## src/rtl/alu8_pkg.sv

```systemverilog
package alu8_pkg;
  localparam int DATA_W = 8;
  localparam int IDX_W  = 5;
  localparam int NIB_W  = 4;
  localparam int FLAG_W = 6;
  localparam int OP_W   = 4;

  localparam int FLG_C = 0;
  localparam int FLG_Z = 1;
  localparam int FLG_N = 2;
  localparam int FLG_V = 3;
  localparam int FLG_S = 4;
  localparam int FLG_H = 5;

  typedef enum logic [OP_W-1:0] {
    OP_ADD = 4'd0,  OP_ADC = 4'd1,  OP_SUB = 4'd2,  OP_SBC = 4'd3,
    OP_CP  = 4'd4,  OP_CPI = 4'd5,  OP_AND = 4'd6,  OP_OR  = 4'd7,
    OP_EOR = 4'd8,  OP_COM = 4'd9,  OP_NEG = 4'd10, OP_MOV = 4'd11,
    OP_LDI = 4'd12, OP_MUL = 4'd13, OP_R14 = 4'd14, OP_R15 = 4'd15
  } alu_op_e;

  typedef enum logic [1:0] {
    LG_AND = 2'd0, LG_OR = 2'd1, LG_XOR = 2'd2, LG_INV = 2'd3
  } logic_sel_e;
endpackage

```

## src/rtl/alu8_addsub.sv

```systemverilog
module alu8_addsub #(
  parameter int W  = 8,
  parameter int HB = 4
) (
  input  logic [W-1:0] x_i,
  input  logic [W-1:0] y_i,
  input  logic         cin_i,
  input  logic         sub_i,
  output logic [W-1:0] res_o,
  output logic         c_o,
  output logic         h_o,
  output logic         v_o
);
  localparam int FW = W + 1;
  localparam int NW = HB + 1;

  logic [FW-1:0] full;
  logic [NW-1:0] nib;

  always_comb begin
    if (sub_i) begin
      full = {1'b0, x_i} - {1'b0, y_i} - FW'(cin_i);
      nib  = {1'b0, x_i[HB-1:0]} - {1'b0, y_i[HB-1:0]} - NW'(cin_i);
    end else begin
      full = {1'b0, x_i} + {1'b0, y_i} + FW'(cin_i);
      nib  = {1'b0, x_i[HB-1:0]} + {1'b0, y_i[HB-1:0]} + NW'(cin_i);
    end
    res_o = full[W-1:0];
    c_o   = full[W];   // carry on add, borrow on subtract
    h_o   = nib[HB];
    if (sub_i)
      v_o = (x_i[W-1] != y_i[W-1]) && (res_o[W-1] != x_i[W-1]);
    else
      v_o = (x_i[W-1] == y_i[W-1]) && (res_o[W-1] != x_i[W-1]);
  end
endmodule

```

## src/rtl/alu8_logic.sv

```systemverilog
module alu8_logic
  import alu8_pkg::*;
#(
  parameter int W = 8
) (
  input  logic [W-1:0] a_i,
  input  logic [W-1:0] b_i,
  input  logic_sel_e   sel_i,
  output logic [W-1:0] res_o
);
  always_comb begin
    unique case (sel_i)
      LG_AND:  res_o = a_i & b_i;
      LG_OR:   res_o = a_i | b_i;
      LG_XOR:  res_o = a_i ^ b_i;
      default: res_o = ~a_i;
    endcase
  end
endmodule

```

## src/rtl/alu8_mul.sv

```systemverilog
module alu8_mul #(
  parameter int W = 8
) (
  input  logic [W-1:0]   a_i,
  input  logic [W-1:0]   b_i,
  output logic [2*W-1:0] prod_o
);
  assign prod_o = {{W{1'b0}}, a_i} * {{W{1'b0}}, b_i};
endmodule

```

## src/rtl/alu8_core.sv

```systemverilog
module alu8_core
  import alu8_pkg::*;
#(
  parameter int DW = DATA_W,
  parameter int IW = IDX_W,
  parameter int FW = FLAG_W
) (
  input  logic          clk_i,
  input  logic          rst_ni,
  input  logic          valid_i,
  input  logic [3:0]    op_i,
  input  logic [IW-1:0] rd_idx_i,
  input  logic [DW-1:0] rd_val_i,
  input  logic [DW-1:0] rr_val_i,
  input  logic [DW-1:0] imm_i,
  output logic          ready_o,
  output logic          wr_en_o,
  output logic [IW-1:0] wr_idx_o,
  output logic [DW-1:0] wr_data_o,
  output logic [FW-1:0] sreg_o
);
  localparam int PW = 2 * DW;
  localparam logic [IW-1:0] PAIR_LO = IW'(0);
  localparam logic [IW-1:0] PAIR_HI = IW'(1);

  alu_op_e       op;
  logic          imm_op, chain_op;
  logic [DW-1:0] opnd;
  logic [DW-1:0] as_x, as_y, as_res;
  logic          as_sub, as_cin, as_c, as_h, as_v;
  logic_sel_e    lg_sel;
  logic [DW-1:0] lg_res;
  logic [PW-1:0] prod;

  logic [FW-1:0] sreg_q, sreg_d;
  logic          we_q, we_d;
  logic [IW-1:0] idx_q, idx_d;
  logic [DW-1:0] data_q, data_d;
  logic [DW-1:0] hi_q;
  logic          busy_q;

  assign op       = alu_op_e'(op_i);
  assign imm_op   = (op == OP_LDI) || (op == OP_CPI);
  assign chain_op = (op == OP_ADC) || (op == OP_SBC);
  assign opnd     = imm_op ? imm_i : rr_val_i;

  always_comb begin
    as_x   = (op == OP_NEG) ? '0 : rd_val_i;
    as_y   = (op == OP_NEG) ? rd_val_i : opnd;
    as_sub = op inside {OP_SUB, OP_SBC, OP_CP, OP_CPI, OP_NEG};
    as_cin = chain_op & sreg_q[FLG_C];
    unique case (op)
      OP_AND:  lg_sel = LG_AND;
      OP_OR:   lg_sel = LG_OR;
      OP_EOR:  lg_sel = LG_XOR;
      default: lg_sel = LG_INV;
    endcase
  end

  alu8_addsub #(.W(DW), .HB(NIB_W)) u_addsub (
    .x_i(as_x), .y_i(as_y), .cin_i(as_cin), .sub_i(as_sub),
    .res_o(as_res), .c_o(as_c), .h_o(as_h), .v_o(as_v)
  );

  alu8_logic #(.W(DW)) u_logic (
    .a_i(rd_val_i), .b_i(rr_val_i), .sel_i(lg_sel), .res_o(lg_res)
  );

  alu8_mul #(.W(DW)) u_mul (
    .a_i(rd_val_i), .b_i(rr_val_i), .prod_o(prod)
  );

  always_comb begin
    sreg_d = sreg_q;
    we_d   = 1'b1;
    idx_d  = imm_op ? {1'b1, rd_idx_i[IW-2:0]} : rd_idx_i;
    data_d = '0;
    unique case (op)
      OP_ADD, OP_ADC, OP_SUB, OP_SBC, OP_CP, OP_CPI, OP_NEG: begin
        data_d        = as_res;
        we_d          = !(op inside {OP_CP, OP_CPI});
        sreg_d[FLG_C] = as_c;
        sreg_d[FLG_H] = as_h;
        sreg_d[FLG_V] = as_v;
        sreg_d[FLG_N] = as_res[DW-1];
        sreg_d[FLG_S] = as_res[DW-1] ^ as_v;
        // chained ops may only clear Z so multi-byte zero tests hold
        sreg_d[FLG_Z] = (as_res == '0) & (!chain_op | sreg_q[FLG_Z]);
      end
      OP_AND, OP_OR, OP_EOR, OP_COM: begin
        data_d        = lg_res;
        sreg_d[FLG_V] = 1'b0;
        sreg_d[FLG_N] = lg_res[DW-1];
        sreg_d[FLG_S] = lg_res[DW-1];
        sreg_d[FLG_Z] = (lg_res == '0);
        if (op == OP_COM) sreg_d[FLG_C] = 1'b1;
      end
      OP_MOV: data_d = rr_val_i;
      OP_LDI: data_d = imm_i;
      OP_MUL: begin
        data_d        = prod[DW-1:0];
        idx_d         = PAIR_LO;
        sreg_d[FLG_Z] = (prod == '0);
        sreg_d[FLG_C] = prod[PW-1];
      end
      default: we_d = 1'b0;
    endcase
  end

  always_ff @(posedge clk_i or negedge rst_ni) begin
    if (!rst_ni) begin
      sreg_q <= '0;
      we_q   <= 1'b0;
      idx_q  <= '0;
      data_q <= '0;
      hi_q   <= '0;
      busy_q <= 1'b0;
    end else if (busy_q) begin
      we_q   <= 1'b1;
      idx_q  <= PAIR_HI;
      data_q <= hi_q;
      busy_q <= 1'b0;
    end else if (valid_i) begin
      sreg_q <= sreg_d;
      we_q   <= we_d;
      idx_q  <= idx_d;
      data_q <= data_d;
      hi_q   <= prod[PW-1:DW];
      busy_q <= (op == OP_MUL);
    end else begin
      we_q   <= 1'b0;
    end
  end

  assign ready_o   = !busy_q;
  assign wr_en_o   = we_q;
  assign wr_idx_o  = idx_q;
  assign wr_data_o = data_q;
  assign sreg_o    = sreg_q;
endmodule

```

## config.mk

```make
export PLATFORM = sky130hd
export DESIGN_NAME = alu8_core
export DESIGN_NICKNAME = d
export VERILOG_FILES = /design/src/rtl/alu8_pkg.sv /design/src/rtl/alu8_addsub.sv /design/src/rtl/alu8_logic.sv /design/src/rtl/alu8_mul.sv /design/src/rtl/alu8_core.sv
export SDC_FILE = /design/constraint.sdc
export NUM_CORES = 1
export LEC_CHECK = 0
export ABC_AREA = 1
export BUFFER_PORTS_ARGS = -buffer_cell sky130_fd_sc_hd__buf_2
export CAP_MARGIN = 5
export CORE_ASPECT_RATIO = 0.75
export CORE_MARGIN = 5
export CORE_UTILIZATION = 50
export DETAILED_ROUTE_END_ITERATION = 8
export GPL_ROUTABILITY_DRIVEN = 1
export HOLD_SLACK_MARGIN = 0.15
export PLACE_DENSITY = 0.77
export SLEW_MARGIN = 5
export SYNTH_ARGS = -nofsm -noshare
export SYNTH_HDL_FRONTEND = slang
export SYNTH_SLANG_ARGS = --single-unit
```

## constraint.sdc

```tcl
create_clock -name clk_i -period 3.6 [get_ports clk_i]
set_input_delay 0.54 -clock clk_i [delete_from_list [all_inputs] [get_ports clk_i]]
set_output_delay 0.54 -clock clk_i [all_outputs]
set_load 0.03 [all_outputs]
```

* Word level (Yosys, flattened, before mapping)
Index checks and enable logic that the tools add are counted.
Word-level totals: bits in registers 29, latch bits 0, memory bits (writable) 0, ROM bits 0, input bits 36, output and inout port bits 21, logic and storage cells 94, memories 0
Operators by class: add/subtract/negate cells 8, multipliers 1, div/mod/pow operators 0, order comparisons 0, equal/unequal tests 19, shift-type cells 0, muxes and demuxes 23, bitwise gates (word level) 9, reduce and logical (&&, ||, !) cells 25
Operator list (number):
- 8-bit 2-to-1 mux | 5
- 8-bit case mux with 5 select lines | 1
- 5-bit 2-to-1 mux | 5
- 4-bit equality test, second input constant | 6
- 8-bit case mux with 3 select lines | 1
- 4-bit by 3-bit equality test with 1-bit output, second input constant | 4
- 16-bit zero test | 1
- 8-bit zero test | 2
- 8-bit by 8-bit multiplier with 16-bit output | 1
- 7-bit OR reduction | 2
- 2-bit case mux with 3 select lines | 2
- 8-bit by 8-bit adder with 9-bit output | 1
- 9-bit by 1-bit adder with 9-bit output | 1
- 9-bit 2-to-1 mux | 1
- 3-bit AND reduction | 3
- 8-bit by 8-bit subtractor with 9-bit output | 1
- 9-bit by 1-bit subtractor with 9-bit output | 1
- 8-bit AND | 1
- 4-bit by 2-bit equality test with 1-bit output, second input constant | 2
- 8-bit NOT | 1
- 8-bit bitwise OR | 1
- 8-bit bitwise XOR | 1
- 1-bit 2-to-1 mux | 6
- 3-bit case mux with 2 select lines | 1
- other kinds (26) | 34

* Longest topological paths before layout
depth in word-level cells 12, depth in mapped cells 26, mapped depth without buffers 25

* Cells and area by module
A second synthesis with hierarchy kept.
Second synthesis, totals: cells, all modules 934, area total of the unflattened synthesis 5982.0 sq um
By module, submodules not included:
- alu8_mul | instances 1, cells an instance 378, area each 2412.3 sq um, sequential area each 0.0 sq um
- alu8_core | instances 1, cells an instance 310, area each 2003.2 sq um, sequential area each 725.7 sq um
- alu8_addsub | instances 1, cells an instance 160, area each 1006.0 sq um, sequential area each 0.0 sq um
- alu8_logic | instances 1, cells an instance 86, area each 560.5 sq um, sequential area each 0.0 sq um

* Worst setup path after synthesis
Ideal clock, no wire load.
kind input port to flip-flop, start input rr_val_i[7], end register sreg_q[1] (netlist: sreg_o[1]), setup time 0.118 ns, data arrival time 4.352 ns, required time 3.482 ns, slack -0.870 ns, stages 22, path buffers 1, path through clkbuf_1 nand2_1 fa_1 fa_1 inv_1 fa_1 inv_1 fa_1 inv_1 ha_1 a21oi_1 nor2_1 nor2_1 nand2_1 nand2_1 nand3_1 nand2_1 nor2_1 nand3_1 nand2_1 nor2_1 nor2_1
Between the ends: cells in the longest elaborated chain, start to end 8, elaborated cells between the ends (all ways) 17, classes of those cells 4 x add/sub; 1 x mul; 5 x mux; 4 x bitwise; 3 x reduce/logical
RTL lines:
- start: declaration | RTL line alu8_core.sv:14 | input logic [DW-1:0] rr_val_i,
- 8-bit 2-to-1 mux | RTL line alu8_core.sv:45 | assign opnd = imm_op ? imm_i : rr_val_i;
- 8-bit 2-to-1 mux | RTL line alu8_core.sv:49 | as_y = (op == OP_NEG) ? rd_val_i : opnd;
- 8-bit by 8-bit adder with 9-bit output / 8-bit by 8-bit subtractor with 9-bit output (equally long branches) | RTL line alu8_addsub.sv:25, alu8_addsub.sv:22
- 9-bit by 1-bit adder with 9-bit output / 9-bit by 1-bit subtractor with 9-bit output (equally long branches) | RTL line alu8_addsub.sv:25, alu8_addsub.sv:22
- 9-bit 2-to-1 mux | RTL line alu8_addsub.sv:21 | if (sub_i) begin
- 8-bit zero test | RTL line alu8_core.sv:88 | sreg_d[FLG_Z] = (as_res == '0) & (!chain_op | sreg_q[FLG_Z]);
- 1-bit AND | RTL line alu8_core.sv:88
- 2-bit case mux with 3 select lines * | RTL line alu8_core.sv:78 | unique case (op)
- end signal: assignment | RTL line alu8_core.sv:124 | sreg_q <= sreg_d;
- end: declaration | RTL line alu8_core.sv:35 | logic [FW-1:0] sreg_q, sreg_d;
Mark *: on every way between the ends. The rest lies on a longest branch, timed or not. A chain may end at the register's enable or synchronous reset.

* Worst setup path after layout
start input rr_val_i[4], end register sreg_q[1] (netlist: sreg_o[1])
Same word-level chain as after synthesis.

==> metrics.txt <==
DP Area=6950 µm²; Post-Synth Simple-Gate Area=0.262; Core Area=11000 µm²; multi-input logic area=4520 µm²; Clock Tree Buf Depth=2; Yosys reg bits=29; first-pass GRT wire length=28.2 mm; RSZ-0062 raised after global routing=true; # rows=33; Slew Limit Headroom=0.477; drt total wl=between 15 and 20 mm; Register Area=726 µm²; largest family of logic cells by synthesized area=adder cells; share of the synthesized area in the top cell type=0.156; layout cell share with drive strength beyond 1=0.321; async set-reset flop share out of synthesis=1.00; Area contributors post-synth=ha_1 (16%), fa_1 (14%), nand2_1 (14%); CP top delay family=adder cells; Final period util=1.13; Via density=5.26; die width=133 µm; worst skew pair latency=0.28 ns; Worst Path Arrival=4.24 ns; DRT iter0 DRCs=between 500 and 600; vias in the first global route=between 5000 and 6000; commonest cells in the netlist=nand2_1 (205), inv_1 (199), ha_1 (71); sequential share of the synthesized area=0.128; Hold WC Path Type=primary input to async pin; Worst Setup End Kind=flip-flop; IO Port Bufs=56; gate count of the mapped netlist=859; Slew @ Worst Pin=0.781 ns; Synth cell types=44; gr usage total=0.253; final instance area=7710 µm²; Synth Area in Compound Gates=0.134; post-synthesis adder-cell area fraction=0.297; Final HPWL DP=13.9 mm; Critical Path RT=3.77 ns; XOR/XNOR Fraction of Synth Area=0.0154; ANT nets after route=0; Clk pwr share=0.102; post-synthesis cell area=about 5700 µm²; sw power=1830 µW; CTS Buf Count=5; clk slew on worst S/H paths=0.05 ns; Final Setup Violations=12; # IOs=57; crit path max-delay cell type=fa_1; PD cells=501 nW/µm²; failing checks=setup timing; multiplexer area fraction after synthesis=0; die height=102 µm; Max Slew Vio Count=0; commonest register cell after synthesis=dfrtp_1; Sw Ratio=0.473; CP Class=primary input to flip-flop; initial antenna violation count=0; Final min period=between 4 and 5 ns; largest net degree at the start of global routing=30; top-count cell post-synth=nand2_1; H-tree depth=2; Layout area overhead=35.7%; WP buf/inv=7; outcome=finished with violations; Placer Congestion=0.959; grt ovf=0; final hold slack=0.274 ns; residual DRC count=0; Setup WS post-layout=-0.472 ns; CTS tree=built; Final Hold Vio Count=0; Synthesized Nets=1006; fmax=around 250 MHz; CP peak stage delay=0.53 ns; DR vias=~6100; cell-internal power=2040 µW; setup TNS=-3.10 ns; MaxCap Viol Count=0; skew final=0.00539 ns; Clk Tree Root Cell=clkbuf_16; Initial Utilization=0.515; Synth area leader=ha_1; Post-synth EDFFs=0; full die area=between 10000 and 15000 µm²; CTS Sinks=29; hold_buf cts=0; Comb pwr share=0.779; Ant. Diodes=0; CP startpoint kind=primary input; average size of a mapped cell=roughly 6.6 µm²; synth warn=0; Lkg Pwr=0.00444 µW; Routed WL per cell=14.9 µm; drt first pass iters=5; fill cell count=around 850; VDD IR max=0.523 mV; CP max FO=4; nets@finish=1163; Seq pwr share=0.119; cell mode on critical path=nand2_2
registers in the layout (all words and copies together) (netlist names):
signal / count
sreg_o: 6
wr_en_o: 1
busy_q: 1
wr_data_o: 8
hi_q: 8
wr_idx_o: 5
worst register-to-register path, cell delays in order, from the launching register on:
cell     delay, ns
dfrtp_1       0.41
nand3_1       0.17
inv_1         0.10
fa_1          0.19
inv_1         0.06
fa_1          0.39
inv_1         0.07
nand3_1       0.08
nand2_1       0.16
nand2_1       0.09
nand2_1       0.07
nand2_1       0.07
nand3_1       0.07
nand2_1       0.07
inv_1         0.09
nor2_1        0.06
o21ai_1       0.22
nand3_1       0.11
cells by family after synthesis:
| family | count (synthesis) |
|---|---|
| and+or+nand+nor | 348 |
| buffers and inverters | 236 |
| AOI/OAI and AO/OA | 125 |
| adders and majority gates | 111 |
| DFF | 29 |
| xor gates and xnor gates | 10 |
cell type report:
cell class | instances | area share
Clock buffer | 5 | 0.0162
Clock inverter | 3 | 0.00227
Inverter | 206 | 0.101
Multi-Input combinational cell | 594 | 0.586
Sequential cell | 29 | 0.0941
Tap cell | 140 | 0.0227
Timing Repair Buffer | 180 | 0.179
layout by cell type, fill, tap and decap left out, drive strengths merged, types with 3 or more instances in the layout:
cell type and count:
a31oi 4, nand3 44, a21oi 38, o21ai 45
ha 71, buf 180, nand3b 6, inv 206
xor2 5, o221ai 3, a32o 3, dfrtp 29
fa 40, nor2 73, xnor2 5, o211ai 11
nand2 216, nand4 7, clkbuf 5, o22ai 13
per-stage QoR:
step                      power [µW]  utilization  instances  setup slack, ns
after floorplan                 1980            -        859           -0.421
after global placement          2790        0.631       1137           -0.648
after detailed placement        2840        0.631       1137           -0.721
after CTS                       3480        0.674       1152           -0.343
after global routing            4150        0.700       1157           -0.642
final                           3870        0.700       1157           -0.472
final timing paths:
| kind | startpoint | endpoint | slack (ns) | cells past startpoint |
|---|---|---|---|---|
| worst max-delay path | rr_val_i[4] | sreg_o[1] | -0.47 | 26 |
| worst min-delay path | rst_ni | hi_q[7] | 0.27 | 1 |
| worst max register to register | sreg_o[0] | wr_data_o[6] | 0.97 | 17 |
| worst min register to register | wr_idx_o[4] | wr_idx_o[4] | 0.47 | 2 |
| max in group asynchronous | rst_ni | hi_q[4] | 2.92 | 1 |
| min in group clk_i | wr_idx_o[4] | wr_idx_o[4] | 0.47 | 2 |
timing repair:
item | in CTS | in global routing
gates resized for setup | 83 | 70
setup endpoints to repair | 13 | 17
buffers inserted | 9 | 11
pin swaps | 36 | 42
power by group through the flow:
stage	Combinational [µW]	Sequential [µW]	Clock, µW
detailed placement	2370	465	0
floorplan	1440	538	0
global route	3270	471	413
finish	3010	460	394
global placement	2330	461	0
CTS	2620	460	399
routing by layer:
metal | global-route usage | up-vias | routed length [µm]
met5 | 0 | - | 0
met4 | 0.0585 | 0 | 327
met3 | 0.0492 | 32 | 1460
met2 | 0.385 | 267 | 7400
met1 | 0.374 | 2818 | 8100
li1 | - | 2974 | -
Note: power is estimated with default switching activity, not from simulation.
